`config.mk`:
```
export PLATFORM = sky130hd
export DESIGN_NAME = bnu_top
export DESIGN_NICKNAME = d
export VERILOG_FILES = /design/src/rtl/bnu_pkg.sv /design/src/rtl/bnu_decode.sv /design/src/rtl/bnu_cond.sv /design/src/rtl/bnu_target.sv /design/src/rtl/bnu_top.sv
export SDC_FILE = /design/constraint.sdc
export NUM_CORES = 1
export LEC_CHECK = 0
export ABC_AREA = 0
export BUFFER_PORTS_ARGS = -buffer_cell sky130_fd_sc_hd__buf_4
export CELL_PAD_IN_SITES_DETAIL_PLACEMENT = 0
export CELL_PAD_IN_SITES_GLOBAL_PLACEMENT = 2
export CORE_ASPECT_RATIO = 0.75
export CORE_UTILIZATION = 28
export CTS_BUF_LIST = sky130_fd_sc_hd__clkbuf_8
export CTS_CLUSTER_DIAMETER = 150
export DETAILED_ROUTE_END_ITERATION = 6
export PLACE_DENSITY = 0.82
export SYNTH_ARGS = -nofsm -noshare
export SYNTH_HDL_FRONTEND = slang
export SYNTH_HIERARCHICAL = 1
export SYNTH_SLANG_ARGS = --single-unit
export TNS_END_PERCENT = 5
```
`constraint.sdc`:
```
create_clock -name clk -period 3.7 [get_ports clk]
set_input_delay 0.37 -clock clk [delete_from_list [all_inputs] [get_ports clk]]
set_output_delay 0.37 -clock clk [all_outputs]
set_load 0.005 [all_outputs]
```
`src/rtl/bnu_pkg.sv`:
```
package bnu_pkg;

   localparam int OPC_W = 6;
   localparam int FN_W  = 6;

   localparam logic [OPC_W-1:0] OPC_SPECIAL = 6'd0;
   localparam logic [OPC_W-1:0] OPC_ZTEST   = 6'd1;
   localparam logic [OPC_W-1:0] OPC_JMP     = 6'd2;
   localparam logic [OPC_W-1:0] OPC_JMPL    = 6'd3;
   localparam logic [OPC_W-1:0] OPC_BEQ     = 6'd4;
   localparam logic [OPC_W-1:0] OPC_BNE     = 6'd5;
   localparam logic [OPC_W-1:0] OPC_BLEZ    = 6'd6;
   localparam logic [OPC_W-1:0] OPC_BGTZ    = 6'd7;

   localparam logic [FN_W-1:0]  FN_JREG     = 6'd8;
   localparam logic [FN_W-1:0]  FN_JREGL    = 6'd9;

   localparam logic [4:0] SUB_LTZ  = 5'd0;
   localparam logic [4:0] SUB_GEZ  = 5'd1;
   localparam logic [4:0] SUB_LTZL = 5'd16;
   localparam logic [4:0] SUB_GEZL = 5'd17;

   typedef enum logic [1:0] {
      K_SEQ  = 2'd0,
      K_REL  = 2'd1,
      K_ABS  = 2'd2,
      K_REG  = 2'd3
   } flow_kind_e;

   typedef enum logic [2:0] {
      C_EQ  = 3'd0,
      C_NE  = 3'd1,
      C_LEZ = 3'd2,
      C_GTZ = 3'd3,
      C_LTZ = 3'd4,
      C_GEZ = 3'd5
   } cond_e;

   typedef struct packed {
      flow_kind_e kind;
      cond_e      cond;
      logic       link;
      logic       link_rd;
   } flow_dec_t;

endpackage

```
`src/rtl/bnu_decode.sv`:
```
module bnu_decode
   import bnu_pkg::*;
#(
   parameter int IW = 32
) (
   input  logic [IW-1:0] instr,
   output flow_dec_t     dec
);
   localparam int OPC_LO = IW - OPC_W;

   logic [OPC_W-1:0] opc;
   logic [4:0]       sub;
   logic [FN_W-1:0]  fn;

   assign opc = instr[IW-1:OPC_LO];
   assign sub = instr[20:16];
   assign fn  = instr[FN_W-1:0];

   always_comb begin
      dec.kind    = K_SEQ;
      dec.cond    = C_EQ;
      dec.link    = 1'b0;
      dec.link_rd = 1'b0;
      unique case (opc)
         OPC_SPECIAL: begin
            if (fn == FN_JREG) begin
               dec.kind = K_REG;
            end else if (fn == FN_JREGL) begin
               dec.kind    = K_REG;
               dec.link    = 1'b1;
               dec.link_rd = 1'b1;
            end
         end
         OPC_ZTEST: begin
            unique case (sub)
               SUB_LTZ:  begin dec.kind = K_REL; dec.cond = C_LTZ; end
               SUB_GEZ:  begin dec.kind = K_REL; dec.cond = C_GEZ; end
               SUB_LTZL: begin dec.kind = K_REL; dec.cond = C_LTZ; dec.link = 1'b1; end
               SUB_GEZL: begin dec.kind = K_REL; dec.cond = C_GEZ; dec.link = 1'b1; end
               default:  dec.kind = K_SEQ;
            endcase
         end
         OPC_JMP:  dec.kind = K_ABS;
         OPC_JMPL: begin dec.kind = K_ABS; dec.link = 1'b1; end
         OPC_BEQ:  begin dec.kind = K_REL; dec.cond = C_EQ;  end
         OPC_BNE:  begin dec.kind = K_REL; dec.cond = C_NE;  end
         OPC_BLEZ: begin dec.kind = K_REL; dec.cond = C_LEZ; end
         OPC_BGTZ: begin dec.kind = K_REL; dec.cond = C_GTZ; end
         default:  dec.kind = K_SEQ;
      endcase
   end
endmodule

```
`src/rtl/bnu_cond.sv`:
```
module bnu_cond
   import bnu_pkg::*;
#(
   parameter int XLEN      = 32,
   parameter int CMP_STYLE = 0
) (
   input  cond_e           cond,
   input  logic [XLEN-1:0] a,
   input  logic [XLEN-1:0] b,
   output logic            hit
);
   logic neg, zero, eq;

   assign eq = (a == b);

   generate
      if (CMP_STYLE == 0) begin : g_signbit
         assign neg  = a[XLEN-1];
         assign zero = ~|a;
      end else begin : g_signed
         assign neg  = $signed(a) < $signed({XLEN{1'b0}});
         assign zero = (a == {XLEN{1'b0}});
      end
   endgenerate

   always_comb begin
      unique case (cond)
         C_EQ:    hit = eq;
         C_NE:    hit = ~eq;
         C_LEZ:   hit = neg | zero;
         C_GTZ:   hit = ~neg & ~zero;
         C_LTZ:   hit = neg;
         C_GEZ:   hit = ~neg;
         default: hit = 1'b0;
      endcase
   end
endmodule

```
`src/rtl/bnu_target.sv`:
```
module bnu_target #(
   parameter int XLEN   = 32,
   parameter int OFF_W  = 16,
   parameter int IDX_W  = 26
) (
   input  logic [XLEN-1:0] pc,
   input  logic [XLEN-1:0] instr,
   output logic [XLEN-1:0] seq_pc,
   output logic [XLEN-1:0] rel_pc,
   output logic [XLEN-1:0] abs_pc
);
   localparam int EXT_W    = XLEN - OFF_W - 2;
   localparam int REGION_W = XLEN - IDX_W - 2;

   logic [OFF_W-1:0] off;
   logic [XLEN-1:0]  off_bytes;

   assign off       = instr[OFF_W-1:0];
   assign off_bytes = {{EXT_W{off[OFF_W-1]}}, off, 2'b00};
   assign seq_pc    = pc + XLEN'(4);
   assign rel_pc    = seq_pc + off_bytes;
   assign abs_pc    = {seq_pc[XLEN-1 -: REGION_W], instr[IDX_W-1:0], 2'b00};
endmodule

```
`src/rtl/bnu_top.sv`:
```
module bnu_top
   import bnu_pkg::*;
#(
   parameter int              XLEN      = 32,
   parameter int              RIDX_W    = 5,
   parameter int              OFF_W     = 16,
   parameter int              IDX_W     = 26,
   parameter int              CMP_STYLE = 0,
   parameter bit              LINK_EN   = 1'b1,
   parameter logic [31:0]     RESET_PC  = 32'h0
) (
   input  logic              clk,
   input  logic              rst_n,
   input  logic [XLEN-1:0]   pc,
   input  logic [XLEN-1:0]   instr,
   input  logic [XLEN-1:0]   rs_val,
   input  logic [XLEN-1:0]   rt_val,
   output logic [XLEN-1:0]   next_pc,
   output logic              taken,
   output logic              link_we,
   output logic [RIDX_W-1:0] link_reg,
   output logic [XLEN-1:0]   link_data,
   output logic              misalign
);
   localparam logic [RIDX_W-1:0] RA_IDX = {RIDX_W{1'b1}};

   generate
      if (XLEN != 32) begin : g_bad_xlen
         $error("bnu_top: XLEN must be 32");
      end
      if (RIDX_W != 5) begin : g_bad_ridx
         $error("bnu_top: RIDX_W must be 5");
      end
      if (OFF_W + 2 > XLEN || IDX_W + 2 > XLEN) begin : g_bad_fields
         $error("bnu_top: immediate fields exceed XLEN");
      end
   endgenerate

   flow_dec_t       dec;
   logic            cond_hit;
   logic [XLEN-1:0] seq_pc, rel_pc, abs_pc;

   bnu_decode #(.IW(XLEN)) u_dec (
      .instr (instr),
      .dec   (dec)
   );

   bnu_cond #(.XLEN(XLEN), .CMP_STYLE(CMP_STYLE)) u_cond (
      .cond (dec.cond),
      .a    (rs_val),
      .b    (rt_val),
      .hit  (cond_hit)
   );

   bnu_target #(.XLEN(XLEN), .OFF_W(OFF_W), .IDX_W(IDX_W)) u_tgt (
      .pc     (pc),
      .instr  (instr),
      .seq_pc (seq_pc),
      .rel_pc (rel_pc),
      .abs_pc (abs_pc)
   );

   logic              reg_ok;
   logic              d_taken, d_mis, d_lwe;
   logic [XLEN-1:0]   d_next;
   logic [RIDX_W-1:0] d_lreg;

   assign reg_ok = (rs_val[1:0] == 2'b00);

   always_comb begin
      d_taken = 1'b0;
      d_mis   = 1'b0;
      d_next  = seq_pc;
      unique case (dec.kind)
         K_REL: begin
            d_taken = cond_hit;
            if (cond_hit) d_next = rel_pc;
         end
         K_ABS: begin
            d_taken = 1'b1;
            d_next  = abs_pc;
         end
         K_REG: begin
            d_taken = reg_ok;
            d_mis   = ~reg_ok;
            if (reg_ok) d_next = rs_val;
         end
         default: d_taken = 1'b0;
      endcase
   end

   generate
      if (LINK_EN) begin : g_link
         assign d_lwe  = dec.link & ~d_mis;
         assign d_lreg = d_lwe ? (dec.link_rd ? instr[15:11] : RA_IDX)
                               : {RIDX_W{1'b0}};
      end else begin : g_nolink
         assign d_lwe  = 1'b0;
         assign d_lreg = {RIDX_W{1'b0}};
      end
   endgenerate

   always_ff @(posedge clk) begin
      if (!rst_n) begin
         next_pc   <= RESET_PC[XLEN-1:0];
         taken     <= 1'b0;
         link_we   <= 1'b0;
         link_reg  <= {RIDX_W{1'b0}};
         link_data <= {XLEN{1'b0}};
         misalign  <= 1'b0;
      end else begin
         next_pc   <= d_next;
         taken     <= d_taken;
         link_we   <= d_lwe;
         link_reg  <= d_lreg;
         link_data <= seq_pc;
         misalign  <= d_mis;
      end
   end
endmodule

```
[Yosys cells after proc, flatten, opt, wreduce, memory -nomap -nowiden]
Cells that the tools add are included.
Operators by class
  equal/unequal tests: 21
  shift-type cells: 0
  div/mod/pow operators: 0
  add/subtract/negate cells: 2
  bitwise operators: 7
  $lt $le $gt $ge: 0
  reductions and logical operators: 13
  multipliers: 0
  multiplexer cells: 17
Operators with widths (count)
  32-bit one-hot mux with 3 select lines: 1
  32-bit 2-to-1 mux: 2
  32-bit by 3-bit adder with 32-bit output, second input constant: 1
  32-bit adder: 1
  32-bit equality test: 1
  32-bit OR reduction: 1
  6-bit by 3-bit equality test with 1-bit output, second input constant: 4
  6-bit by 2-bit equality test with 1-bit output, second input constant: 2
  6-bit by 4-bit equality test with 1-bit output, second input constant: 2
  3-bit one-hot mux with 4 select lines: 1
  5-bit equality test, second input constant: 2
  2-bit one-hot mux with 4 select lines: 1
  2-bit OR reduction: 4
  4-bit OR reduction: 2
  3-bit by 2-bit equality test with 1-bit output, second input constant: 2
  3-bit equality test, second input constant: 2
  6-bit by 1-bit equality test with 1-bit output, second input constant: 1
  6-bit logical NOT: 1
  2-bit 2-to-1 mux: 3
  1-bit one-hot mux with 3 select lines: 2
  1-bit one-hot mux with 6 select lines: 1
  3-bit one-hot mux with 2 select lines: 1
  5-bit by 1-bit equality test with 1-bit output, second input constant: 1
  5-bit logical NOT: 1
  other kinds (12): 20
Word-level totals
  bits in read-only memories: 0
  logic and storage cells: 66
  register bits after elaboration: 72
  memory bits (writable): 0
  bits in latches: 0
  memories: 0
  output and inout port bits: 72
  bits of input ports: 130

[Logic depth before layout (Yosys ltp)]
  word-level depth: 9
  depth in mapped cells: 19
  gate-level depth less buffers: 18

[Cells and area by module]
Netlist, hierarchy kept.
Modules (own cells, without submodules)
  bnu_top: sequential area each 1441.4 µm², times used 1, area an instance 3547.2 µm², cells each 358
  bnu_target: sequential area each 0.0 µm², times used 1, area an instance 2453.6 µm², cells each 337
  bnu_cond: sequential area each 0.0 µm², times used 1, area an instance 530.5 µm², cells each 67
  bnu_decode: sequential area each 0.0 µm², times used 1, area an instance 146.4 µm², cells each 24

[Least setup slack after synthesis]
Ideal clock, no wire load.
  kind: input to register
  from: in pc[4]
  to: reg next_pc[31]
  library setup time: 0.134 ns
  stages on the path: 18
  buffers on the path: 1
  data arrival time: 3.594 ns
  path slack: -0.028 ns
  data required time: 3.566 ns
  cells stage by stage: and4_4 -> and4_4 -> and2b_1 -> nand2_1 -> nor2_1 -> nand2_1 -> xnor2_1 -> ha_1 -> buf_6 -> a21o_1 -> a21o_1 -> a21oi_2 -> o21ai_1 -> a221o_1 -> a41oi_2 -> xnor3_1 -> mux2i_1 -> o211ai_1
Between the ends
  cells in the longest elaborated chain, start to end: 4
  elaborated cells on any way between the ends: 5
  classes of those cells: add/sub (2); mux (3)
Ends and longest elaborated chain
  start: declaration: line bnu_top.sv:14  | input logic [XLEN-1:0] pc,
  32-bit by 3-bit adder with 32-bit output: line bnu_target.sv:20  | assign seq_pc = pc + XLEN'(4);
  net seq_pc[24]: line bnu_top.sv:41  | logic [XLEN-1:0] seq_pc, rel_pc, abs_pc;
  32-bit adder: line bnu_target.sv:21  | assign rel_pc = seq_pc + off_bytes;
  net rel_pc[31]: line bnu_top.sv:41
  32-bit 2-to-1 mux: line bnu_top.sv:77  | if (cond_hit) d_next = rel_pc;
  32-bit one-hot mux with 3 select lines: line bnu_top.sv:74  | unique case (dec.kind)
  end signal: assignment: line bnu_top.sv:105  | next_pc <= RESET_PC[XLEN-1:0];
  end signal: assignment: line bnu_top.sv:112  | next_pc <= d_next;
  end: declaration: line bnu_top.sv:18  | output logic [XLEN-1:0] next_pc,
The timed path passes the listed nets, and every way through them passes these cells.
A chain may end at the register's enable or synchronous reset.

[Final worst setup path]
Ends and elaborated chain as after synthesis.

==> flow_summary_export.csv <==
group,metric,value,unit
outcome,status,"completed",
timing,slew_headroom,44.7,%
floorplanning,io_pins,202,
synthesis,synth.distinct_cells,74,
synthesis,yosys_register_bits,72,
timing,setup_ws,0.207,ns
global_route,grt_pass1_vias,6409,
drt,ant_nets,0,
global_route,grt_start_max_net_pins,67,
cells_and_area,final_nets,1179,
critical_path,critPathArrivalTime,3.74,ns
floorplanning,die_width,180,µm
clock_network,cts.clk_slew.worst_paths,0.08,ns
drt,dr.pass1.iters,5,
power_and_ir_drop,leakage,4.12,nW
synthesis,yosysWarnings,6,
place,gp_congestion,0.926,
drt,vias,6886,
floorplanning,start_util,28.8,%
clock_network,post_cts_buffers,0,
cells_and_area,area_growth_syn_to_layout,33.4,%
place,hpwlAfterDp,21.8,mm
critical_path,cp-end-kind,"flip-flop",
timing,hold_viol,0,
global_route,grt_pass1_wl,40.3,mm
clock_network,cts_hold_buf,0,
synthesis,syn_area,6680,µm²
cells_and_area,num_antenna_cells,0,
clock_network,ctsResizeCount,0,
drt,drc_errors,0,
place,port-buffer-count,201,
synthesis,synth_flop_cell,"dfxtp_1",
critical_path,crit_path_max_fanout,4,
critical_path,startpoint_type,"input pin",
clock_network,cts.sink_count,72,
job,maxCapViolCount,0,
worst_hold_path,holdCritPathClass,"input pin to flip-flop",
synthesis,synth.largest_area_cell,"dfxtp_1",
floorplanning,num_rows,48,
critical_path,worstPathRequired,3.95,ns
global_route,grt_overflow,0,
power_and_ir_drop,power_density,267,nW/µm²
clock_network,cts_htree_levels,3,
timing,slew_viol_final,0,
cells_and_area,multi_input_area,4610,µm²
drt,wl,27.6,mm
synthesis,async_reset_ff_share,0,%
synthesis,yosysTopAreaCellShare,21.6,%
floorplanning,dieArea,24500,µm²
synthesis,syn_inst,786,
drt,viasPerCell,5.22,
cells_and_area,final-seq-area,1440,µm²
worst_hold_path,hold_start,"pc[1]",
drt,drt-wirelength-per-cell,20.9,µm
place,place_ws,-0.147,ns
global_route,grt_use_total,22.1,%
timing,fmax,286,MHz
clock_network,cts-root-buf,"clkbuf_8",
critical_path,endpoint,"next_pc[31]$_SDFF_PN0_",
synthesis,synth_area_leaders,"dfxtp_1 22%, ha_1 6.2%, xor2_1 6.0%",
timing,grt_setup_unrepaired,"no",
synthesis,avgSynthCellArea,8.50,µm²
global_route,antenna_found_initial,0,
cells_and_area,drive_gt1_share,33.7,%
floorplanning,die_h,136,µm
timing,layout_min_cycle_time,3.49,ns
clock_network,cts_buffers,9,
critical_path,crit_path_start,"pc[4]",
timing,tightest_slew,0.827,ns
synthesis,yosysSeqAreaShare,21.6,%
floorplanning,core,23200,µm²
synthesis,synth_edf_count,0,
timing,min_period_over_period,94.4,%
critical_path,worst-setup-path-type,"input pin to flip-flop",
drt,drt_iter0_drc,571,
timing,tns,0,ns
clock_network,ctsLongestPathBuffers,2,
timing,setup_violations,0,
clock_network,cts_tree,"done",
cells_and_area,fill_cells,2409,
power_and_ir_drop,vdd_ir_drop_max,165,µV
## cells in the mapped netlist, types with 22 or more instances
| library cell | n |
|---|---|
| nor2_1 | 26 |
| o311a_1 | 25 |
| o21ai_1 | 22 |
| o21ai_0 | 29 |
| o211ai_1 | 28 |
| a32oi_1 | 25 |
| xor2_1 | 46 |
| nand2_1 | 33 |
| and2_1 | 38 |
| mux2i_1 | 28 |
| dfxtp_1 | 72 |
| xnor2_1 | 41 |
| nor2b_1 | 27 |
| ha_1 | 33 |
| a21oi_1 | 48 |
| buf_4 | 42 |
## power by group
part	internal, mW	switching (mW)
combinational	0.457	0.484
sequential	0.824	0.0156
clock	0.257	0.337
total	1.54	0.837
## final cells by class
cell class              instances  share of cell area (%)
multi-input cells             619                    51.7
repair buffers                299                    25.3
clock inverters                 5                   0.379
inverters                      14                   0.590
clock buffers                  10                    1.55
well taps                     300                    4.21
flip-flops and latches         72                    16.2
## cell families after synthesis
logic type	Yosys count	share of synthesized area [%]
buffers and inverters	96	9.84
AOI/OAI and AO/OA	242	25.6
DFF	72	21.6
and+or+nand+nor	225	20.5
other	1	0.0562
adders and majority gates	34	6.48
muxes	28	4.20
xor gates and xnor gates	88	11.7
## critical path: stages
cell and delay, ns:
buf_4 0.08, and4_4 0.23, and4_4 0.28, and2b_1 0.16
nand2_1 0.08, nor2_1 0.20, nand2_1 0.12, xnor2_2 0.15
ha_1 0.32, a21o_1 0.22, a21o_1 0.19, a21oi_2 0.14
o21ai_1 0.08, a221o_1 0.36, a41oi_2 0.19, xnor3_1 0.35
mux2i_1 0.14, o211ai_1 0.09
## placed cells by master (no fill, tap or decap), types with 5 or more instances in the layout
master and count:
a21o_1 21, a21oi_1 47, a2bb2oi_1 9, a32oi_1 25, and2_1 38, and2b_1 5
buf_4 298, clkbuf_8 10, dfxtp_1 72, ha_1 33, inv_1 13, mux2i_1 28
nand2_1 33, nand2b_1 6, nand3_1 12, nand4_1 18, nor2_1 26, nor2b_1 27
nor3_1 8, nor4_1 13, o211ai_1 28, o21ai_0 29, o21ai_1 22, o311a_1 25
xnor2_1 40, xor2_1 45
## how the worst min path moves through the flow
stage                                          to  slack [ns]  cells after the start
after detailed placement  link_data[0]$_SDFF_PN0_        0.60                      2
after global placement    link_data[1]$_SDFF_PN0_        0.60                      2
after CTS                 link_data[1]$_SDFF_PN0_        0.20                      2
final                     link_data[1]$_SDFF_PN0_        0.22                      2
after global routing      link_data[1]$_SDFF_PN0_        0.21                      2
after floorplan            link_reg[3]$_SDFF_PN0_        0.50                      2
## through the flow
stage | area, µm² | power (mW) | cells | utilization [%] | hold WS [ns]
detailed placement | 8720 | 1.79 | 1304 | 37.6 | 0.605
global placement | 8720 | 1.79 | 1304 | 37.6 | 0.597
global route | 8910 | 2.50 | 1319 | 38.4 | 0.208
finish | 8910 | 2.37 | 1319 | 38.4 | 0.225
floorplan | 6690 | 1.34 | 787 | - | 0.498
CTS | 8890 | 2.39 | 1319 | 38.4 | 0.196
## per-layer routing
layer | vias to the layer above | GRT usage [%] | part of all wire (%)
met5 | - | 0 | 0
met4 | 0 | 3.75 | 0.84
met3 | 16 | 6.18 | 9.2
met2 | 297 | 32.0 | 41
met1 | 3226 | 32.3 | 49
li1 | 3347 | - | -
Note: power is estimated with default switching activity, not from simulation.
